## src/rtl/hz_pkg.sv

```systemverilog
package hz_pkg;
  typedef enum logic [1:0] {
    FWD_RF  = 2'b00,
    FWD_WB  = 2'b01,
    FWD_MEM = 2'b10
  } fwd_sel_e;
endpackage

```

## src/rtl/hz_fwd_sel.sv

```systemverilog
module hz_fwd_sel
  import hz_pkg::*;
#(
  parameter int AW = 5
) (
  input  logic [AW-1:0] src_i,
  input  logic [AW-1:0] exmem_rd_i,
  input  logic          exmem_we_i,
  input  logic [AW-1:0] memwb_rd_i,
  input  logic          memwb_we_i,
  output fwd_sel_e      sel_o
);
  logic hit_mem, hit_wb;

  assign hit_mem = exmem_we_i && (exmem_rd_i != '0) && (exmem_rd_i == src_i);
  assign hit_wb  = memwb_we_i && (memwb_rd_i != '0) && (memwb_rd_i == src_i);

  // younger producer wins
  always_comb begin
    if (hit_mem)     sel_o = FWD_MEM;
    else if (hit_wb) sel_o = FWD_WB;
    else             sel_o = FWD_RF;
  end
endmodule

```

## src/rtl/hz_interlock.sv

```systemverilog
module hz_interlock #(
  parameter int AW   = 5,
  parameter int NSRC = 2
) (
  input  logic                     dec_ok_i,
  input  logic [NSRC-1:0][AW-1:0]  src_i,
  input  logic [NSRC-1:0]          use_i,
  input  logic                     is_branch_i,
  input  logic [AW-1:0]            idex_rd_i,
  input  logic                     idex_we_i,
  input  logic                     idex_load_i,
  input  logic [AW-1:0]            exmem_rd_i,
  input  logic                     exmem_we_i,
  input  logic                     exmem_load_i,
  output logic                     stall_o,
  output logic [NSRC-1:0]          br_fwd_o
);
  logic [NSRC-1:0] load_use, br_wait;
  logic            idex_live, exmem_live;

  assign idex_live  = idex_we_i && (idex_rd_i != '0);
  assign exmem_live = exmem_we_i && (exmem_rd_i != '0);

  for (genvar s = 0; s < NSRC; s++) begin : g_src
    logic hit_ex, hit_mem;
    assign hit_ex      = idex_live && use_i[s] && (src_i[s] == idex_rd_i);
    assign hit_mem     = exmem_live && use_i[s] && (src_i[s] == exmem_rd_i);
    assign load_use[s] = hit_ex && idex_load_i;
    // branch reads in decode: ALU result not ready, load data not ready
    assign br_wait[s]  = is_branch_i && (hit_ex || (hit_mem && exmem_load_i));
    assign br_fwd_o[s] = hit_mem && !exmem_load_i;
  end

  assign stall_o = dec_ok_i && ((|load_use) || (|br_wait));
endmodule

```

## src/rtl/hz_branch_unit.sv

```systemverilog
module hz_branch_unit #(
  parameter int XLEN = 32
) (
  input  logic [XLEN-1:0] rs1_val_i,
  input  logic [XLEN-1:0] rs2_val_i,
  input  logic [XLEN-1:0] exmem_alu_i,
  input  logic [1:0]      fwd_i,
  input  logic            is_ne_i,
  input  logic [XLEN-1:0] pc_i,
  input  logic [XLEN-1:0] imm_i,
  output logic            taken_o,
  output logic [XLEN-1:0] target_o
);
  logic [XLEN-1:0] op1, op2;
  logic            same;

  assign op1      = fwd_i[0] ? exmem_alu_i : rs1_val_i;
  assign op2      = fwd_i[1] ? exmem_alu_i : rs2_val_i;
  assign same     = (op1 == op2);
  assign taken_o  = is_ne_i ? !same : same;
  assign target_o = pc_i + imm_i;
endmodule

```

## src/rtl/pipe_hazard_unit.sv

```systemverilog
module pipe_hazard_unit
  import hz_pkg::*;
#(
  parameter int AW   = 5,
  parameter int XLEN = 32
) (
  input  logic            clk_i,
  input  logic            rst_ni,
  input  logic            id_valid_i,
  input  logic [AW-1:0]   id_rs1_i,
  input  logic [AW-1:0]   id_rs2_i,
  input  logic            id_use_rs1_i,
  input  logic            id_use_rs2_i,
  input  logic            id_is_branch_i,
  input  logic            id_br_ne_i,
  input  logic [XLEN-1:0] id_pc_i,
  input  logic [XLEN-1:0] id_imm_i,
  input  logic [XLEN-1:0] id_rs1_val_i,
  input  logic [XLEN-1:0] id_rs2_val_i,
  input  logic [AW-1:0]   ex_rs1_i,
  input  logic [AW-1:0]   ex_rs2_i,
  input  logic [AW-1:0]   idex_rd_i,
  input  logic            idex_we_i,
  input  logic            idex_load_i,
  input  logic [AW-1:0]   exmem_rd_i,
  input  logic            exmem_we_i,
  input  logic            exmem_load_i,
  input  logic [XLEN-1:0] exmem_alu_i,
  input  logic [AW-1:0]   memwb_rd_i,
  input  logic            memwb_we_i,
  output logic [1:0]      fwd_a_o,
  output logic [1:0]      fwd_b_o,
  output logic            stall_o,
  output logic            bubble_o,
  output logic            redirect_o,
  output logic            flush_o,
  output logic [XLEN-1:0] target_o
);
  localparam int NSRC = 2;

  logic [NSRC-1:0][AW-1:0] ex_src, id_src;
  logic [NSRC-1:0]         id_use, br_fwd;
  fwd_sel_e [NSRC-1:0]     ex_sel;
  logic                    kill_q, dec_ok, stall, taken;

  assign ex_src = {ex_rs2_i, ex_rs1_i};
  assign id_src = {id_rs2_i, id_rs1_i};
  assign id_use = {id_use_rs2_i, id_use_rs1_i};

  for (genvar s = 0; s < NSRC; s++) begin : g_fwd
    hz_fwd_sel #(.AW(AW)) i_fwd (
      .src_i      (ex_src[s]),
      .exmem_rd_i (exmem_rd_i),
      .exmem_we_i (exmem_we_i),
      .memwb_rd_i (memwb_rd_i),
      .memwb_we_i (memwb_we_i),
      .sel_o      (ex_sel[s])
    );
  end

  assign fwd_a_o = ex_sel[0];
  assign fwd_b_o = ex_sel[1];

  // decode slot squashed after a taken branch
  always_ff @(posedge clk_i or negedge rst_ni) begin
    if (!rst_ni) kill_q <= 1'b0;
    else         kill_q <= redirect_o;
  end

  assign dec_ok = id_valid_i && !kill_q;

  hz_interlock #(.AW(AW), .NSRC(NSRC)) i_lock (
    .dec_ok_i     (dec_ok),
    .src_i        (id_src),
    .use_i        (id_use),
    .is_branch_i  (id_is_branch_i),
    .idex_rd_i    (idex_rd_i),
    .idex_we_i    (idex_we_i),
    .idex_load_i  (idex_load_i),
    .exmem_rd_i   (exmem_rd_i),
    .exmem_we_i   (exmem_we_i),
    .exmem_load_i (exmem_load_i),
    .stall_o      (stall),
    .br_fwd_o     (br_fwd)
  );

  hz_branch_unit #(.XLEN(XLEN)) i_br (
    .rs1_val_i   (id_rs1_val_i),
    .rs2_val_i   (id_rs2_val_i),
    .exmem_alu_i (exmem_alu_i),
    .fwd_i       (br_fwd),
    .is_ne_i     (id_br_ne_i),
    .pc_i        (id_pc_i),
    .imm_i       (id_imm_i),
    .taken_o     (taken),
    .target_o    (target_o)
  );

  assign stall_o    = stall;
  assign bubble_o   = stall;
  // stall wins over redirect
  assign redirect_o = dec_ok && id_is_branch_i && taken && !stall;
  assign flush_o    = redirect_o;
endmodule

```

## config.mk

```make
export PLATFORM = sky130hd
export DESIGN_NAME = pipe_hazard_unit
export DESIGN_NICKNAME = d
export VERILOG_FILES = /design/src/rtl/hz_pkg.sv /design/src/rtl/hz_fwd_sel.sv /design/src/rtl/hz_interlock.sv /design/src/rtl/hz_branch_unit.sv /design/src/rtl/pipe_hazard_unit.sv
export SDC_FILE = /design/constraint.sdc
export NUM_CORES = 1
export LEC_CHECK = 0
export CORE_UTILIZATION = 35
export DETAILED_ROUTE_END_ITERATION = 10
export PLACE_DENSITY = 0.88
export SYNTH_ARGS = -nofsm -noshare
export SYNTH_HDL_FRONTEND = slang
export SYNTH_SLANG_ARGS = --single-unit
```

## constraint.sdc

```tcl
create_clock -name clk_i -period 5.05 [get_ports clk_i]
set_input_delay 1.01 -clock clk_i [delete_from_list [all_inputs] [get_ports clk_i]]
set_output_delay 1.01 -clock clk_i [all_outputs]
set_load 0.02 [all_outputs]
```

* Word level (Yosys, flattened, before mapping)
Cells that the tools add are included.
** Storage, ports and cells
- Register bits :: 1
- Input bits :: 207
- Output and inout port bits :: 40
- Logic and storage cells :: 58
** Operators by class
- Add/sub/neg operators :: 1
- Equal/unequal tests :: 9
- Multiplexer cells :: 7
- Reductions and logical operators :: 40
** Operator list (number)
- $mux W32 :: 2
- $eq A5 B5 Y1 :: 8
- $add A32 B32 Y32 :: 1
- $eq A32 B32 Y1 :: 1
- $logic_and A1 B1 Y1 :: 28
- $reduce_bool A5 Y1 :: 3
- $logic_not A1 Y1 :: 4
- $mux W2 :: 2
- $reduce_or A2 Y1 :: 2
- $logic_or A1 B1 Y1 :: 3
- $mux W1 :: 3

* Depth between registers and ports, before layout
- Depth in word-level cells :: 12
- Gate-level depth with buffers :: 14
- Gate-level depth less buffers :: 12

* Cells and area by module
Synthesis repeated with hierarchy kept, for this count alone.
** Second synthesis, totals
- Cell total of the unflattened synthesis :: 496
- Area total of the unflattened synthesis :: 3747.3 um2
** Modules (own cells, without submodules)
- hz_branch_unit :: instances 1, cells each 408, area each 3071.7 um2, seq. area each 0.0 um2
- hz_fwd_sel :: instances 2, cells each 21, area each 158.9 um2, seq. area each 0.0 um2
- hz_interlock :: instances 1, cells each 41, area each 294.0 um2, seq. area each 0.0 um2
- pipe_hazard_unit :: instances 1, cells each 5, area each 63.8 um2, seq. area each 25.0 um2

* Least setup slack after synthesis
OpenSTA, ideal clock, no wires.
- Kind :: input port to output port
- Start point :: in exmem_rd_i[3]
- End point :: out redirect_o
- Arrival :: 4.423 ns
- Required time :: 4.040 ns
- Setup slack :: -0.383 ns
- Stages on the path :: 13
- Path buffers :: 4
- Path through :: buf_2 or4_4 o21a_2 nand3_2 buf_4 buf_2 nand3_1 o2111ai_1 nand4_1 or4_1 or3_1 a2111oi_2 buf_4
** On the way
- Word-level cells in the longest chain between the ends :: 12
- Elaborated cells on any way between the ends :: 27
- Those cells by class :: eq/ne: 3; mux: 3; reduce/logical: 21
** Ends and longest elaborated chain
- start: declaration :: line pipe_hazard_unit.sv:25 : input logic [AW-1:0] exmem_rd_i,
- branches (longest 11 deep; another with $mux W32)
- $logic_and A1 B1 Y1 * :: line pipe_hazard_unit.sv:102 : assign redirect_o = dec_ok && id_is_branch_i && taken && !stall;
- end: declaration :: line pipe_hazard_unit.sv:35 : output logic redirect_o,
Mark *: on every way between the ends.

* Worst setup path in the final report
- Start point :: in exmem_rd_i[4]
- End point :: out redirect_o
Same word-level chain as after synthesis.

==> impl_metrics.py <==
metrics = {
    "final_layout": {
        "regMostFlops": "kill_q",
        "fin_util_pct": 69.0,
        "fin_nets": 1126,
        "drive_above_1_share_pct": 18.1,
        "fill_cells": 809,
        "syn2layout_area_growth_pct": 89.7,
        "largest_registers": "kill_q (1)",
        "largest_reg_flops": 1,
        "diodes": 0,
    },
    "flow_run": {
        "cap_violations": 0,
    },
    "timing": {
        "fin_worst_skew_ns": 0,
        "slew_headroom_pct": 55.3,
        "finalHoldViolCount": 0,
        "maxSlewViolCount": 0,
        "finalSetupViolCount": 2,
        "tightest_slew_ns": 0.664,
        "max_freq_mhz": 188,
        "rsz0062_at_grt": "true",
        "finalCritPeriodShare_pct": 105,
        "finalWorstSetupSlack_ns": -0.277,
        "min_period_ns": 5.33,
        "fin_tns_setup_ns": -0.545,
    },
    "status": {
        "violations": "negative setup slack",
        "status": "complete, but fails checks",
    },
    "synth": {
        "ys.flop_type": "dfrtp_1",
        "syn_nets": 808,
        "seq_area_frac_synth_pct": 0.629,
        "async_reset_ff_share_pct": 100,
        "synth_warnings": 0,
        "synth-simple-area-share_pct": 28.2,
        "ys_ff_latch": 1,
        "synth_fa_ha_area_share_pct": 10.2,
        "synth_area_um2": 3980,
        "synth_cells": 569,
        "avgSynthCellArea_um2": 6.99,
        "synth-xor-area-share_pct": 22.2,
        "yosysUniqueCellTypes": 55,
        "synthMuxAreaShare_pct": 0,
        "synth-compound-area-share_pct": 31.4,
        "synth_top_family_by_area": "compound AO/OA/AOI/OAI gates",
        "synth-edff-count": 0,
    },
    "worst_hold_path": {
        "hold_path.class": "reg -> reg",
        "hold_path_depth": 2,
        "holdCritStartpoint": "kill_q$_DFF_PN0_",
        "min_to": "kill_q$_DFF_PN0_",
    },
    "floorplanning": {
        "die_area_um2": 11800,
        "start_util_pct": 36.4,
        "die_h_um": 109,
        "core_area_um2": 10900,
        "num_rows": 38,
        "die_x_um": 109,
        "io_pins": 247,
    },
    "setup_path": {
        "rr_endpoint": "kill_q$_DFF_PN0_",
        "cp_data_required_time_ns": 4.04,
        "r2r_start": "kill_q$_DFF_PN0_",
        "cp-start-kind": "input port",
        "crit_fanout": 6,
        "endpoint_kind": "output pin",
        "critPathArrivalTime_ns": 4.32,
        "critPathKind": "in -> out",
        "reg2reg_slack_ns": 4.11,
        "worstRegToRegCells": 2,
    },
    "clock_network": {
        "clock_latency_ns": 0,
        "path_clk_slew_ns": 0,
        "hold_buffers": 0,
    },
    "detailed_routing": {
        "routed-via-count": 6118,
        "ant_nets": 0,
        "dr.first_iter.drc_count": 535,
        "routed_wirelength_um": 18900,
        "wire_per_inst_um": 18.4,
        "dr.pass1.iters": 6,
        "vias_per_cell": 5.97,
        "drc": 0,
    },
    "placement": {
        "hpwl_um": 13300,
        "pre_cts_slack_ns": -0.968,
        "gp_congestion": 0.947,
        "io_buffers": 246,
    },
    "power_and_ir_drop": {
        "pwr-share-comb_pct": 98.9,
        "power.density_nw_per_um2": 105,
        "p_int_mw": 0.429,
        "p_clk_share_pct": 0,
        "p_sw_share_pct": 46.0,
        "ir_drop_mv": 0.111,
        "p_seq_share_pct": 1.1,
        "cellLeakagePower_nw": 3.16,
        "switchingPower_mw": 0.366,
    },
    "global_routing": {
        "track_usage_pct": 27.8,
        "overflow": 0,
        "antenna_found_initial": 0,
        "grt_max_degree": 43,
        "grt_pass1_wl_um": 26600,
        "grt_pass1_vias": 5710,
    },
}
==> kinds of logic after synthesis <==
logic type	count (synthesis)
AO/OA/AOI/OAI	168
XOR/XNOR	101
adder cells (fa/ha/maj)	32
buffers and inverters	59
flip-flops	1
AND/OR/NAND/NOR	208
==> per-layer routing <==
layer  routed length (µm)  up-vias  global-route usage (%)
li1                     -     2827                       -
met1                 6600     2755                    30.2
met2                 9480      423                    54.0
met3                 1740      113                    4.06
met4                 1060        0                    9.36
met5                    0        -                       0
==> synth_stat cells, drive strengths merged (2+ instances only) <==
cell type	number	area share, %
nor3b	2	0.38
o221a	2	0.57
clkbuf	11	1.0
nor2	44	4.1
xor2	31	6.8
o2111ai	19	4.2
nand2b	6	0.94
or4	7	1.4
xnor2	70	15
a22oi	40	7.5
or3	4	0.75
nor3	28	3.6
nor4	8	1.4
or2	3	0.47
and3	20	3.1
buf	24	4.0
o21bai	2	0.38
a31oi	2	0.31
o21ai	19	2.7
nand2	9	0.85
a32oi	17	3.7
and2	2	0.31
a211oi	6	1.1
ha	31	9.7
o22a	6	1.3
nor2b	7	1.1
a221oi	2	0.44
a21o	14	2.6
o211ai	4	0.75
nand3	42	5.4
o21a	5	0.97
a21oi	22	2.8
nand4	24	3.8
inv	24	2.3
o221ai	2	0.44
==> power by group through the flow <==
stage / Sequential, mW / Clock [mW] / Combinational (mW)
after floorplan: 0.00857 / 0 / 0.357
after global placement: 0.00861 / 0 / 0.748
after detailed placement: 0.00866 / 0 / 0.760
after CTS: 0.00866 / 0 / 0.759
after global routing: 0.00869 / 0 / 0.840
final: 0.00865 / 0 / 0.786
==> metrics by stage <==
step	total power, mW	instances	area [µm²]	hold WS [ns]
finish	0.795	1025	7550	0.588
global route	0.849	1025	7550	0.612
CTS	0.768	1014	7330	0.597
detailed placement	0.769	990	7010	0.594
global placement	0.757	990	7010	0.571
floorplan	0.365	569	4000	0.569
==> layout make-up <==
type | count | area, µm² | share of cell area, %
multi-input combinational | 510 | 3870 | 51.2
timing repair buffer | 350 | 3390 | 44.9
inverter | 24 | 90.1 | 1.19
sequential | 1 | 25.0 | 0.331
tap | 140 | 175 | 2.32
==> worst max-delay path by stage <==
stage | startpoint | to | slack, ns | depth (start not counted)
2_1_floorplan | exmem_rd_i[3] | redirect_o | -0.14 | 13
3_3_place_gp | exmem_rd_i[4] | redirect_o | -0.94 | 11
3_5_place_dp | exmem_rd_i[2] | redirect_o | -0.97 | 11
4_1_cts | exmem_rd_i[2] | redirect_o | -0.29 | 15
5_1_grt | exmem_rd_i[4] | redirect_o | -0.37 | 14
6_report | exmem_rd_i[4] | redirect_o | -0.28 | 14
==> cell usage in the layout (no fill, tap or decap), types with 9 or more instances in the layout <==
cell | netlist | final
a32oi_1 | 17 | 16
nor2_1 | 44 | 43
a22oi_1 | 40 | 40
o2111ai_1 | 19 | 12
and3_1 | 20 | 19
nand4_1 | 24 | 24
buf_4 | 8 | 80
clkdlybuf4s50_1 | 0 | 209
nor3_1 | 27 | 27
a21o_1 | 14 | 14
inv_1 | 24 | 24
ha_1 | 31 | 31
o21ai_0 | 16 | 15
dlygate4sd2_1 | 0 | 11
a21oi_1 | 22 | 22
buf_6 | 3 | 16
xnor2_1 | 70 | 69
xor2_1 | 31 | 28
nand3_1 | 41 | 36
clkbuf_2 | 0 | 9
==> critical path, cell delays in order <==
cell and delay [ns]:
clkbuf_2 0.15, xor2_2 0.22, nor4_4 0.33, buf_4 0.16, and3_4 0.26, buf_6 0.13, clkbuf_16 0.13, a221oi_1 0.08
o211ai_1 0.22, nand4_1 0.13, or4_4 0.53, or3_4 0.39, a2111oi_4 0.34, buf_4 0.21
==> timing repair <==
| action | 4_1_cts | 5_1_grt |
|---|---|---|
| resized for setup | 77 | 62 |
| setup endpoints to repair | 14 | 14 |
| endpoints found under the hold margin | 0 | 0 |
| buffers inserted | 20 | 12 |
| gates cloned | 4 | 1 |
| pin swaps | 17 | 26 |
(Power assumes the default switching activity.)
